## src/rtl/manch_dec.sv

```systemverilog
module manch_dec #(
  parameter int SPB = 16
) (
  input  logic clk,
  input  logic rst_n,
  input  logic rx_in,
  output logic bclk_out,
  output logic dat_n_out,
  output logic dat_valid
);
  localparam int WIN      = (3 * SPB) / 4;
  localparam int IDLE_LIM = (3 * SPB) / 2;
  localparam int HALF     = SPB / 2;
  localparam int CW       = $clog2(IDLE_LIM + 1);
  localparam int FW       = $clog2(HALF + 1);

  logic          sy1, sy2, dly;
  logic [CW-1:0] gap;
  logic [FW-1:0] hold;
  logic          idle, last_bit, dat_q, vld_q;

  wire edge_seen = sy2 ^ dly;
  wire open_win  = idle | (gap >= CW'(WIN));
  wire take      = edge_seen & open_win;
  wire new_bit   = ~sy2;
  wire differ    = idle | (new_bit != last_bit);

  always_ff @(posedge clk) begin
    if (!rst_n) begin
      sy1      <= 1'b0;
      sy2      <= 1'b0;
      dly      <= 1'b0;
      gap      <= '0;
      hold     <= '0;
      idle     <= 1'b1;
      last_bit <= 1'b0;
      dat_q    <= 1'b0;
      vld_q    <= 1'b0;
    end else begin
      sy1 <= rx_in;
      sy2 <= sy1;
      dly <= sy2;
      if (take) begin
        gap      <= '0;
        idle     <= 1'b0;
        last_bit <= new_bit;
        dat_q    <= sy2;
        vld_q    <= 1'b1;
        hold     <= differ ? FW'(HALF) : '0;
      end else begin
        if (gap != CW'(IDLE_LIM)) gap <= gap + 1'b1;
        if (!idle && gap == CW'(IDLE_LIM)) begin
          idle  <= 1'b1;
          vld_q <= 1'b0;
        end
        if (hold != '0) hold <= hold - 1'b1;
      end
    end
  end

  assign bclk_out  = dly & (hold == '0);
  assign dat_n_out = dat_q;
  assign dat_valid = vld_q;
endmodule

```

## config.mk

```make
export PLATFORM = sky130hd
export DESIGN_NAME = manch_dec
export DESIGN_NICKNAME = d
export VERILOG_FILES = /design/src/rtl/manch_dec.sv
export SDC_FILE = /design/constraint.sdc
export NUM_CORES = 1
export LEC_CHECK = 0
export ABC_AREA = 0
export BUFFER_PORTS_ARGS = -buffer_cell sky130_fd_sc_hd__buf_2
export CAP_MARGIN = 15
export CORE_AREA = 2 2 42 44
export CTS_CLUSTER_SIZE = 24
export DETAILED_ROUTE_END_ITERATION = 8
export DIE_AREA = 0 0 44 46
export GPL_ROUTABILITY_DRIVEN = 0
export GPL_TIMING_DRIVEN = 0
export PLACE_DENSITY_LB_ADDON = 0.05
export SLEW_MARGIN = 20
export SYNTH_ARGS = -nofsm -noshare
export SYNTH_HDL_FRONTEND = slang
export SYNTH_SLANG_ARGS = --single-unit
```

## constraint.sdc

```tcl
create_clock -name clk -period 1.16 [get_ports clk]
set_input_delay 0.058 -clock clk [delete_from_list [all_inputs] [get_ports clk]]
set_output_delay 0.058 -clock clk [all_outputs]
set_load 0.005 [all_outputs]
```

==> results.toml <==
[run_status]
outcome = "complete, but fails checks"
violations = "negative setup slack"

[critical_path]
crit_path_start_kind = "register"
worstReg2RegEnd = "hold[0]"
r2r_slack_ns = 0
crit_start = "hold[0]"
cp.required_ns = 1.10
worstSetupEndpointType = "output pin"
critPathKind = "reg2out"
cp_data_arrival_time_ns = 1.25
cp-endpoint = "bclk_out"
cp_max_fo = 2
r2r_cells = 6
r2r-start = "hold[0]"

[synth]
synth-compound-area-share = 0.1777
synth_nets = 80
async_flop_share = 0
synth_xor_area_frac = 0.07107
synth_cell_types = 32
synth_mux_area_frac = 0.02876
synthAdderAreaFrac = 0.05076
seq_area_frac_synth = 0.4332
synth_top_family_by_area = "simple AND/OR/NAND/NOR gates"
ys_ff_latch = 16
synth_area_um2 = 739.5
yosys-top-cells-count = "16 x dfxtp_1, 7 x nor2_1, 5 x nand2_1"
yosysMostFrequentCell = "dfxtp_1"
synth.largest_area_cell = "dfxtp_1"
synth_top_flop_cell = "dfxtp_1"
yosys_warnings = 0
synth.area.top_cells = "dfxtp_1 43%, ha_1 5.1%, xnor2_1 4.7%"
avgSynthCellArea_um2 = 9.993
synth_enable_flop_cells = 0
synthSimpleGateAreaFrac = 0.2115
synth_top_area_frac = 0.4332
postSynthCellCount = 74

[floorplan]
initial_core_util = 0.4581
fp.dieW_um = 44
pin_count = 6
core_area_um2 = 1614
die_area_um2 = 2024
die_h_um = 46
rows = 15

[global_routing]
grt_pass1_vias = 502
grt_max_degree = 11
antenna_found_initial = 0
grt_pass1_wl_um = 2208
grtUsageTotal = 0.1534
globalRouteOverflowTotal = 0

[detailed_routing]
drc = 0
wirelength_um = 1331
drtIter0Drc = 4
avgRoutedWirePerCell_um = 12.21
first_pass_iters = 4
routed_via_density = 5.174
vias = 564
ant_nets = 0

[sta]
relSlewSlack = 0.7901
fin_ws_ns = -0.1495
setup_viol_count_final = 1
min_period_over_period = 1.129
rsz0062_at_grt = "true"
max_freq_ghz = 0.7637
skew_ns = 0.002937
hold_viol = 0
slew_violations = 0
tightestPinTransition_ns = 0.3137
post-route-min-period_ns = 1.309

[finish]
post-route-util = 0.5961
antennaDiodeCount = 0
design_area_um2 = 962.2
area_growth_pct = 30.12
final_nets = 99
fin_cells = 109
drive_gt1_frac = 0.5000

[clock_tree]
cts_sinks = 16
clock-root-buffer = "clkbuf_4"
clk_pin_slew_ns = 0.09
cts_max_level = 1
clockBufferDepth = 2
cts_buffers = 3
cts_tree = "built"
insertion_delay_ns = 0.29

[place]
placedCellCount = 95
pre_cts_ws_ns = -0.1090
hpwl_um = 866.2
place_area_um2 = 780.7
port_buffers = 4

[power]
power_density_nw_per_um2 = 1748
leakage_nw = 0.3790
peakVddDrop_uv = 1023

[run]
cap_viol_max_count = 0

[min_path]
hp-class = "in2reg"
worst min path at each step:
stage                     start    to  slack (ns)  depth (start not counted)
after global routing      rst_n  idle        0.06                          2
final                     rst_n  idle        0.04                          2
after CTS                 rst_n  idle        0.05                          2
after detailed placement  rx_in   sy1        0.27                          2
after global placement    rx_in   sy1        0.27                          2
after floorplan           rx_in   sy1        0.19                          1
metrics by stage:
step | total power, mW | hold slack, ns | TNS (ns)
floorplan | 1.003 | 0.1853 | 0
finish | 1.682 | 0.04372 | -0.1495
detailed placement | 1.069 | 0.2701 | -0.6658
global placement | 1.062 | 0.2664 | -0.5344
global route | 1.809 | 0.05628 | -0.4317
CTS | 1.615 | 0.04657 | -0.1585
area by class of cell:
cell class | count | area, µm²
fillers | 143 | 651.9
multi-input cells | 53 | 445.4
flip-flops and latches | 16 | 337.8
repair buffers | 14 | 101.3
clock buffers | 4 | 36.28
well taps | 17 | 21.27
inverters | 4 | 15.01
plain buffers | 1 | 5.005
power by group:
| part | internal, mW | switching [mW] | leakage [nW] | total [mW] |
|---|---|---|---|---|
| Combinational | 0.368 | 0.246 | 0.223 | 0.614 |
| Clock | 0.191 | 0.180 | 0.0210 | 0.371 |
| Sequential | 0.627 | 0.0708 | 0.135 | 0.697 |
| Total | 1.19 | 0.496 | 0.379 | 1.68 |
placed cells by master (no fill, tap or decap), types with 3 or more instances in the layout:
cell | Yosys | layout
and2_1 | 4 | 4
buf_2 | 1 | 5
buf_4 | 0 | 8
clkbuf_4 | 0 | 3
dfxtp_1 | 16 | 6
dfxtp_2 | 0 | 8
inv_2 | 0 | 3
nand2_1 | 5 | 5
nor2_1 | 7 | 7
kinds of logic after synthesis:
logic type	count (synthesis)
xor gates and xnor gates	6
adders and majority gates	3
muxes	2
DFF	16
and+or+nand+nor	27
AOI/OAI and AO/OA	15
buffers and inverters	5
flip-flops by register name (all words and copies together), names as in the netlist:
| register | count |
|---|---|
| dat_n_out | 1 |
| gap | 5 |
| sy2 | 1 |
| last_bit | 1 |
| dat_valid | 1 |
| dly | 1 |
| hold | 4 |
| idle | 1 |
| sy1 | 1 |
per-layer routing:
metal | part of all wire | wire (µm) | GRT usage | vias to the layer above
met5 | 0 | 0 | 0 | -
met4 | 0.022 | 29 | 0.09091 | 0
met3 | 0.020 | 27 | 0.02381 | 4
met2 | 0.48 | 634 | 0.2412 | 6
met1 | 0.48 | 640 | 0.1981 | 259
li1 | - | - | - | 295
critical path: stages, from the launching register on:
cell and delay [ns]:
dfxtp_2 0.33, inv_2 0.07, ha_4 0.14, nor3b_4 0.19, and2_1 0.14, buf_2 0.10
timing repair:
item | CTS | global route
setup buffers | 6 | 5
resized for setup | 18 | 9
pin swaps | 5 | 8
endpoints found under the hold margin | 1 | 0
setup endpoints to repair | 13 | 14
hold buffers | 1 | 0
(Power assumes the default switching activity.)
